===== src/rtl/alu_psw_pkg.sv =====
package alu_psw_pkg;

  typedef enum logic [2:0] {
    OP_ADD  = 3'd0,
    OP_ADDC = 3'd1,
    OP_SUB  = 3'd2,
    OP_SUBB = 3'd3,
    OP_AND  = 3'd4,
    OP_XOR  = 3'd5,
    OP_OR   = 3'd6,
    OP_CMP  = 3'd7
  } alu_op_e;

  // Field order is the bit order of the status word, msb first.
  typedef struct packed {
    logic ie;
    logic zf;
    logic bank_hi;
    logic acf;
    logic bank_lo;
    logic spare;
    logic prio;
    logic cyf;
  } psw_t;

  localparam logic [7:0] PSW_DEFINED_MASK = 8'hFB;

  function automatic logic op_is_arith(alu_op_e op);
    return !(op inside {OP_AND, OP_XOR, OP_OR});
  endfunction

  function automatic logic op_subtracts(alu_op_e op);
    return op inside {OP_SUB, OP_SUBB, OP_CMP};
  endfunction

  function automatic logic op_uses_cin(alu_op_e op);
    return op inside {OP_ADDC, OP_SUBB};
  endfunction

  function automatic logic op_legal_wide(alu_op_e op);
    return op inside {OP_ADD, OP_SUB, OP_CMP};
  endfunction

endpackage


===== src/rtl/alu_arith.sv =====
module alu_arith #(
  parameter int W = 8,
  localparam int ACW = W - 4
) (
  input  logic [W-1:0] a,
  input  logic [W-1:0] b,
  input  logic         cin,
  input  logic         sub,
  output logic [W-1:0] sum,
  output logic         cout,
  output logic         half
);

  logic [W:0]   full;
  logic [ACW:0] low;

  always_comb begin
    if (sub) begin
      full = {1'b0, a} - {1'b0, b} - (W+1)'(cin);
      low  = {1'b0, a[ACW-1:0]} - {1'b0, b[ACW-1:0]} - (ACW+1)'(cin);
    end else begin
      full = {1'b0, a} + {1'b0, b} + (W+1)'(cin);
      low  = {1'b0, a[ACW-1:0]} + {1'b0, b[ACW-1:0]} + (ACW+1)'(cin);
    end
  end

  assign sum  = full[W-1:0];
  assign cout = full[W];
  assign half = low[ACW];

endmodule


===== src/rtl/alu_unit.sv =====
module alu_unit
  import alu_psw_pkg::*;
#(
  parameter int W       = 8,
  parameter bit LIMITED = 1'b0
) (
  input  alu_op_e      op,
  input  logic [W-1:0] a,
  input  logic [W-1:0] b,
  input  logic         cin,
  output logic [W-1:0] res,
  output logic         zf,
  output logic         acf,
  output logic         cyf,
  output logic         legal
);

  logic [W-1:0] ar_sum;
  logic         ar_cout;
  logic         ar_half;

  alu_arith #(.W(W)) u_arith (
    .a    (a),
    .b    (b),
    .cin  (cin & op_uses_cin(op)),
    .sub  (op_subtracts(op)),
    .sum  (ar_sum),
    .cout (ar_cout),
    .half (ar_half)
  );

  always_comb begin
    unique case (op)
      OP_AND:  res = a & b;
      OP_XOR:  res = a ^ b;
      OP_OR:   res = a | b;
      OP_CMP:  res = a;
      default: res = ar_sum;
    endcase
  end

  assign zf  = (op == OP_CMP) ? (ar_sum == '0) : (res == '0);
  assign acf = ar_half;
  assign cyf = ar_cout;

  generate
    if (LIMITED) begin : g_limited
      assign legal = op_legal_wide(op);
    end else begin : g_full
      assign legal = 1'b1;
    end
  endgenerate

endmodule


===== src/rtl/alu_psw_reg.sv =====
module alu_psw_reg
  import alu_psw_pkg::*;
(
  input  logic       clk,
  input  logic       rst_n,
  input  logic       load_all,
  input  logic [7:0] load_val,
  input  logic       set_z,
  input  logic       z_val,
  input  logic       set_ac,
  input  logic       ac_val,
  input  logic       set_cy,
  input  logic       cy_val,
  output psw_t       psw
);

  always_ff @(posedge clk or negedge rst_n) begin
    if (!rst_n) begin
      psw <= '0;
    end else if (load_all) begin
      psw <= psw_t'(load_val & PSW_DEFINED_MASK);
    end else begin
      if (set_z)  psw.zf  <= z_val;
      if (set_ac) psw.acf <= ac_val;
      if (set_cy) psw.cyf <= cy_val;
    end
  end

  p_spare_zero_r9: assert property (@(posedge clk) disable iff (!rst_n)
    psw.spare == 1'b0);

  p_hold_idle_r10: assert property (@(posedge clk) disable iff (!rst_n)
    (!load_all && !set_z && !set_ac && !set_cy) |=> $stable(psw));

endmodule


===== src/rtl/alu_psw.sv =====
module alu_psw
  import alu_psw_pkg::*;
(
  input  logic        clk,
  input  logic        rst_n,
  input  logic        op_valid,
  input  logic [2:0]  op_code,
  input  logic        wide,
  input  logic [15:0] dst_in,
  input  logic [15:0] src_in,
  input  logic        step_valid,
  input  logic        step_down,
  input  logic        psw_wr,
  input  logic [7:0]  psw_wdata,
  output logic [15:0] result,
  output logic        op_invalid,
  output logic [7:0]  psw_q,
  output logic [1:0]  bank_sel,
  output logic        int_en,
  output logic        int_prio
);

  alu_op_e op;
  psw_t    psw_cur;

  logic [7:0]  res_n;
  logic        z_n, ac_n, cy_n, legal_n;
  logic [15:0] res_w;
  logic        z_w, ac_w, cy_w, legal_w;
  logic [7:0]  res_s;
  logic        ac_s, cy_s_unused;

  // Named internal events
  logic go_n, go_w, go_s, arith;
  logic set_z, set_ac, set_cy;
  logic z_val, ac_val, cy_val;

  assign op = alu_op_e'(op_code);

  alu_unit #(.W(8), .LIMITED(1'b0)) u_narrow (
    .op    (op),
    .a     (dst_in[7:0]),
    .b     (src_in[7:0]),
    .cin   (psw_cur.cyf),
    .res   (res_n),
    .zf    (z_n),
    .acf   (ac_n),
    .cyf   (cy_n),
    .legal (legal_n)
  );

  alu_unit #(.W(16), .LIMITED(1'b1)) u_wide (
    .op    (op),
    .a     (dst_in),
    .b     (src_in),
    .cin   (psw_cur.cyf),
    .res   (res_w),
    .zf    (z_w),
    .acf   (ac_w),
    .cyf   (cy_w),
    .legal (legal_w)
  );

  alu_arith #(.W(8)) u_step (
    .a    (dst_in[7:0]),
    .b    (8'h01),
    .cin  (1'b0),
    .sub  (step_down),
    .sum  (res_s),
    .cout (cy_s_unused),
    .half (ac_s)
  );

  assign op_invalid = op_valid & (wide ? ~legal_w : ~legal_n);

  assign go_n  = op_valid & ~wide;
  assign go_w  = op_valid & wide & legal_w;
  assign go_s  = step_valid & ~op_valid;
  assign arith = op_is_arith(op);

  assign set_z  = go_n | go_w | go_s;
  assign set_ac = (go_n & arith) | go_w | go_s;
  assign set_cy = (go_n & arith) | go_w;

  always_comb begin
    if (go_w) begin
      z_val = z_w;  ac_val = ac_w;  cy_val = cy_w;
    end else if (go_n) begin
      z_val = z_n;  ac_val = ac_n;  cy_val = cy_n;
    end else begin
      z_val = (res_s == 8'h00);  ac_val = ac_s;  cy_val = 1'b0;
    end
  end

  always_comb begin
    if (op_valid && wide)  result = res_w;
    else if (op_valid)     result = {8'h00, res_n};
    else if (step_valid)   result = {8'h00, res_s};
    else                   result = 16'h0000;
  end

  alu_psw_reg u_psw (
    .clk      (clk),
    .rst_n    (rst_n),
    .load_all (psw_wr),
    .load_val (psw_wdata),
    .set_z    (set_z),
    .z_val    (z_val),
    .set_ac   (set_ac),
    .ac_val   (ac_val),
    .set_cy   (set_cy),
    .cy_val   (cy_val),
    .psw      (psw_cur)
  );

  assign psw_q    = psw_cur;
  assign bank_sel = {psw_cur.bank_hi, psw_cur.bank_lo};
  assign int_en   = psw_cur.ie;
  assign int_prio = psw_cur.prio;

  p_psw_load_r10: assert property (@(posedge clk) disable iff (!rst_n)
    psw_wr |=> psw_q == ($past(psw_wdata) & 8'hFB));

  p_logic_keeps_r3: assert property (@(posedge clk) disable iff (!rst_n)
    (op_valid && !wide && op_code inside {3'd4, 3'd5, 3'd6} && !psw_wr)
      |=> (psw_q[0] == $past(psw_q[0])) && (psw_q[4] == $past(psw_q[4])));

  p_cmp_result_r4: assert property (@(posedge clk) disable iff (!rst_n)
    (op_valid && op_code == 3'd7)
      |-> result == (wide ? dst_in : {8'h00, dst_in[7:0]}));

  p_invalid_hold_r5: assert property (@(posedge clk) disable iff (!rst_n)
    (op_invalid && !psw_wr) |=> $stable(psw_q));

  p_half_add_r6: assert property (@(posedge clk) disable iff (!rst_n)
    (op_valid && !wide && op_code == 3'd0 && !psw_wr)
      |=> psw_q[4] == (({1'b0, $past(dst_in[3:0])} + {1'b0, $past(src_in[3:0])}) > 5'd15));

  p_borrow_sub_r7: assert property (@(posedge clk) disable iff (!rst_n)
    (op_valid && !wide && op_code == 3'd2 && !psw_wr)
      |=> psw_q[0] == ($past(src_in[7:0]) > $past(dst_in[7:0])));

  p_step_keeps_cy_r8: assert property (@(posedge clk) disable iff (!rst_n)
    (step_valid && !op_valid && !psw_wr) |=> psw_q[0] == $past(psw_q[0]));

endmodule


===== config.mk =====
export PLATFORM = sky130hd
export DESIGN_NAME = alu_psw
export DESIGN_NICKNAME = d
export VERILOG_FILES = /design/src/rtl/alu_psw_pkg.sv /design/src/rtl/alu_arith.sv /design/src/rtl/alu_unit.sv /design/src/rtl/alu_psw_reg.sv /design/src/rtl/alu_psw.sv
export SDC_FILE = /design/constraint.sdc
export NUM_CORES = 1
export LEC_CHECK = 0
export BUFFER_PORTS_ARGS = -buffer_cell sky130_fd_sc_hd__buf_2
export CAP_MARGIN = 25
export CORE_ASPECT_RATIO = 1.4
export CORE_UTILIZATION = 55
export CTS_BUF_LIST = sky130_fd_sc_hd__clkbuf_8 sky130_fd_sc_hd__clkbuf_16
export DETAILED_ROUTE_END_ITERATION = 6
export GPL_ROUTABILITY_DRIVEN = 1
export PLACE_DENSITY = 0.76
export SLEW_MARGIN = 10
export SYNTH_ARGS = -nofsm -noshare
export SYNTH_HDL_FRONTEND = slang
export SYNTH_HIERARCHICAL = 1
export SYNTH_SLANG_ARGS = --single-unit

===== constraint.sdc =====
create_clock -name clk -period 4.4 [get_ports clk]
set_input_delay 0.44 -clock clk [delete_from_list [all_inputs] [get_ports clk]]
set_output_delay 0.44 -clock clk [all_outputs]
set_load 0.02 [all_outputs]

==> results.md, run 1 <==
- Crit path cell chain: nand2_2, nor2_4, inv_1, fa_2, inv_1, ha_1, o21ai_2, a32oi_2, a31oi_1, o21ai_1, nand3_1, mux2i_1, o32ai_2, inv_1, o22ai_2, buf_4, o21bai_1, and3_1, buf_6
- TritonCTS clock tree: yes
- Finished Cell Area: slightly below 8000 um^2
- Dpl cell area: 7664 um^2
- I/O pins: 79
- Layout cell share with drive strength beyond 1: about a fifth
- FILL cells: 1125
- GRT met3 Usage: 1.437%
- IO buf count: 76
- Synth Instances: 930
- Layer carrying the most global-route usage: met2
- Mapped cell area: 6750 um^2
- Endpoint class of the critical path: output port
- Setup ws final: about 0.089 ns
- RePlAce Congestion: just over 1
- HP Class: in -> async
- Maxcap violations: 0
- CTS root buf: clkbuf_16
- Dpl hpwl: about 16 mm
- WP data arrival: between 3 and 4 ns
- Fin Hold WS: 0.03770 ns
- Final setup viols: 0
- RSZ-0062 raised after global routing: true
- PD cells: 187.7 nW/um^2
- NumNets Final: approximately 1300
- Ant. Diodes: 0
- TritonRoute pass-1 iters: 7
- Biggest regs: u_psw/psw (7)
- Die footprint: between 10000 and 15000 um^2
- Met1 usage: between 30% and 40%
- WL final: between 15 and 20 mm
- Critical Path Fanout Max: 3
- Clk_lat worst skew: approximately 0.23 ns
- Top reg by flops: u_psw/psw
- Initial antenna violation count: 0
- Dpl cells: 1198
- Multi-input gate area: between 5000 and 6000 um^2
- First-pass GRT wire length: around 32 mm
- Worst-Margin Slew: about 0.57 ns
- Number of hold buffers added after CTS: 0
- Post-layout min period: approximately 4.3 ns
- Post-route ant nets: 0
- Crit-path max cell delay: approximately 0.64 ns
- Die height: 133.1 um
- Gr ovfl total: 0
- Kind of critical path: reg -> out
- Met2 usage in global routing: a little under 60%
- Peak VDD IR: between 0.09 and 0.1 mV
- Final Non-Filler Cells: about 1200
- Rel. slew slack: between 60% and 70%
- Die width: between 90 and 100 um
- Setup Skew: between 0.00001 and 0.000015 ns
- P_leak: approximately 4.2 nW
- Worst-case clock buffer depth: 2
- Vias: ~7000
- Core ar.: 11880 um^2
- Total track usage: between 30% and 40%
- Pins Over Slew Limit: 0
- Register area: around 180 um^2
- Vias in the first global route: between 6000 and 7000
- Dpl ws: -0.1664 ns
- Number of flip-flops under the largest register name: 7
- Starting Density: a little under three fifths
- Worst path top cell family by delay: compound AO/OA/AOI/OAI gates
- Site row count: between 40 and 50
- DRC violations left: 0
- Worst-path cell with the longest stage delay: fa_2
- Mean routed wirelength per cell: 16.43 um
- Detail-routed via count per cell: just under 6
- Total CTS buffers: 3
- Fmax: between 200 and 250 MHz
- Critical Path RT: 3.96 ns
- Startpoint Class: flop
- Synthesis-to-layout area growth: 17.02%
- Final hold vios: 0
- Clk slew on worst S/H paths: ~0.040 ns
- Avg Cell Area, Syn: just over 7 um^2
- CP bufs+invs: 5
- DRT iter0 DRCs: roughly 280
- Final period util: 97.99%
- H-tree depth: 1
- Largest net degree at the start of global routing: 51
- Most used cell, CP: inv_1
- Outcome: finished clean
- Clk sinks: 7
- YS warnings: 6
- Final Util: between 60% and 70%
==> stage by stage <==
step	power (W)	TNS (ns)
detailed placement	0.001265	-0.1664
finish	0.001482	0
floorplan	0.0008965	0
global placement	0.001246	-0.06321
CTS	0.001429	0
global route	0.001608	-0.1484
==> area by class of cell <==
cell class | count | area share [%]
timing repair buffer | 143 | 11.36
clock buffer | 3 | 0.9504
sequential | 7 | 2.218
clock inverter | 1 | 0.04752
inverter | 175 | 8.316
tap | 147 | 2.329
multi-input combinational | 727 | 74.78
==> routing by layer <==
layer	part of all wire, %	up-vias	wire [um]
met2	52	235	10240
met3	4.9	65	967
li1	-	3417	-
met4	5.5	0	1086
met5	0	-	0
met1	38	3253	7473
==> cells in the final DEF, fill, tap and decap left out, types with 8 or more instances in the layout <==
cell / count
and3_1: 12
buf_2: 75
o22ai_1: 8
xnor2_1: 42
mux2_4: 9
nor3_1: 17
ha_1: 133
a211oi_1: 8
a211o_1: 10
conb_1: 21
nor2b_1: 15
nor2_1: 54
buf_4: 65
mux2i_1: 34
o21bai_1: 11
nand2_1: 53
fa_1: 9
o21ai_0: 40
inv_1: 171
a22o_1: 8
nand3_1: 8
nor4_1: 10
nand2b_1: 8
a21oi_1: 68
mux2_2: 13
==> worst paths after layout <==
kind	start	endpoint	slack [ns]	depth (start not counted)
worst max-delay path	u_psw/psw[0]	result[13]	0.09	19
min in group clk	psw_wdata[4]	u_psw/psw[4]	0.43	3
worst min-delay path	rst_n	u_psw/psw[5]	0.04	1
max in group asynchronous	rst_n	u_psw/psw[0]	4.21	1
worst max register to register	u_psw/psw[0]	u_psw/psw[6]	0.12	24
worst min register to register	u_psw/psw[3]	u_psw/psw[3]	0.53	1
==> report_power, final <==
| part | internal (W) | leakage, nW | total [W] | switching (W) |
|---|---|---|---|---|
| clock | 0.000118 | 0.0423 | 0.000151 | 0.0000332 |
| combinational | 0.000546 | 4.03 | 0.00125 | 0.000708 |
| sequential | 0.0000714 | 0.0839 | 0.0000769 | 0.00000547 |
==> timing repair <==
action,in CTS,in global routing
buffers inserted,0,1
pin swaps,1,19
setup endpoints to repair,3,5
gates resized for setup,5,33
No activity file was read; power rests on OpenSTA's default activity.
==> inputs of run 2 (changes only) <==
- PLACE_DENSITY: 0.76 -> not set
- PLACE_DENSITY_LB_ADDON: not set -> 0.12
==> results.md, run 2 (same netlist as run 1, synthesis figures left out) <==
- Critical Path Fanout Max: 3
- Met1 usage: a little over a third
- Starting Density: 56.83%
- Kind of critical path: reg -> out
- Total track usage: between 30% and 40%
- FILL cells: ~1100
- Layer carrying the most global-route usage: met2
- I/O pins: roughly 80
- Crit path from: u_psw/psw[0]
- Pins Over Slew Limit: 0
- Rel. slew slack: ~65%
- Synthesis-to-layout area growth: 17.42%
- PD cells: 187.0 nW/um^2
- Endpoint class of the critical path: output port
- Most common cell after layout, fill and taps aside: inv_1
- Vias: between 6000 and 7000
- Initial antenna violation count: 0
- Final setup TNS: 0 ns
- Layout cell share with drive strength beyond 1: 19.96%
- Post-layout min period: 4.229 ns
- Final hold vios: 0
- IO buf count: 76
- Final setup viols: 0
- Multi-input gate area: a little under 6000 um^2
- TritonCTS clock tree: yes
- Vias in the first global route: between 6000 and 7000
- Fmax: between 200 and 250 MHz
- WL final: a little under 20 mm
- Post-route ant nets: 0
- RSZ-0062 raised after global routing: true
- DRT iter0 DRCs: 320
- Met2 usage in global routing: between 50% and 60%
- Setup Skew: 0.0001345 ns
- Critical R2R Launch: u_psw/psw[0]
- TritonRoute pass-1 iters: 5
- Die height: about 130 um
- Largest net degree at the start of global routing: 51
- GRT met3 Usage: roughly 2.1%
- First-pass GRT wire length: just over 30 mm
- Register area: around 180 um^2
- Clk_lat worst skew: about 0.23 ns
- Dpl hpwl: ~16 mm
- Maxcap violations: 0
- Total CTS buffers: 3
- WP data arrival: between 3 and 4 ns
- Detail-routed via count per cell: 5.646
- Most frequent cells in the layout: 172 x inv_1, 134 x ha_1, 83 x buf_4, 76 x buf_2, 68 x a21oi_1
- Core ar.: between 10000 and 15000 um^2
- Gr ovfl total: 0
- Biggest regs: u_psw/psw (7)
- CTS root buf: clkbuf_16
- Dpl cell area: 7791 um^2
- Worst-case clock buffer depth: 2
- Number of flip-flops under the largest register name: 7
- Clk slew on worst S/H paths: roughly 0.040 ns
- Mean routed wirelength per cell: between 15 and 20 um
- Ant. Diodes: 0
- Peak VDD IR: roughly 0.11 mV
- Startpoint Class: flop
- Site row count: between 40 and 50
- DRC violations left: 0
- Die footprint: 12730 um^2
- HP Class: in -> async
- Post-CTS Repair Setup Buffers: 0
- Outcome: finished clean
- Clk sinks: 7
- Final period util: between 90 and 100%
- Worst-Margin Slew: a little over 0.5 ns
- Top reg by flops: u_psw/psw
- Finished Cell Area: between 7000 and 8000 um^2
- H-tree depth: 1
- Critical Path RT: between 3 and 4 ns
- Number of hold buffers added after CTS: 0
- RePlAce Congestion: 0.9790
- NumNets Final: roughly 1300
- P_leak: around 4.2 nW
- Die width: 95.63 um
## run 2: cell types whose count changed in the layout (fill, tap and decap cells not counted), sizes merged
cell  before  now
buf      143  159
## run 2: cell type report
| type | count | share of cell area [%] |
|---|---|---|
| Clock buffer | 3 | 0.9471 |
| Clock inverter | 1 | 0.04736 |
| Multi-Input combinational cell | 727 | 73.53 |
| Sequential cell | 7 | 2.210 |
| Tap cell | 147 | 2.320 |
| Inverter | 175 | 8.287 |
| Timing Repair Buffer | 159 | 12.66 |
## run 2: stage by stage
step                      total power [W]  hold slack [ns]  utilization, %  cells  setup WS [ns]
after floorplan                 0.0008965           0.1444               -    947        0.01045
after global placement           0.001280           0.2788           65.59   1215       -0.04084
after detailed placement         0.001294           0.2834           65.59   1215        -0.1070
after CTS                        0.001456          0.04240           66.25   1219        0.02903
after global routing             0.001617          0.04927           66.73   1219       -0.04313
final                            0.001483          0.03902           66.73   1219         0.1713
## run 2: final timing paths
path | endpoint | cells past startpoint | slack [ns]
worst max-delay path | result[12] | 19 | 0.17
worst min-delay path | u_psw/psw[4] | 1 | 0.04
worst max register to register | u_psw/psw[6] | 23 | 0.17
worst min register to register | u_psw/psw[1] | 1 | 0.54
max in group asynchronous | u_psw/psw[1] | 1 | 4.20
min in group clk | u_psw/psw[6] | 3 | 0.41
## run 2: per-layer routing
| layer | wire length, um | up-vias |
|---|---|---|
| met5 | 0 | - |
| met4 | 1226 | 0 |
| met3 | 642 | 67 |
| met2 | 9908 | 183 |
| met1 | 7754 | 3180 |
| li1 | - | 3452 |
## run 2: timing repair
item	in CTS	in global routing
hold endpoints to repair	0	0
resized for setup	0	13
setup endpoints to repair	0	4
## run 2: worst max-delay path: stages (launching register included)
cell and delay (ns):
dfrtp_1 0.38, nand2_1 0.08, nor2_2 0.13, inv_1 0.07, fa_1 0.39, inv_1 0.09, fa_1 0.18, nor2b_1 0.17
o211ai_1 0.13, a31o_2 0.29, a211oi_1 0.24, buf_4 0.16, o22a_1 0.17, xnor2_1 0.09, mux2i_1 0.25, inv_1 0.09
o221ai_2 0.21, buf_4 0.14, and3_1 0.14, buf_2 0.16
## run 2: power breakdown
part | switching (W) | internal, W
clock network | 0.0000365 | 0.000118
registers | 0.00000496 | 0.0000714
logic | 0.000697 | 0.000554
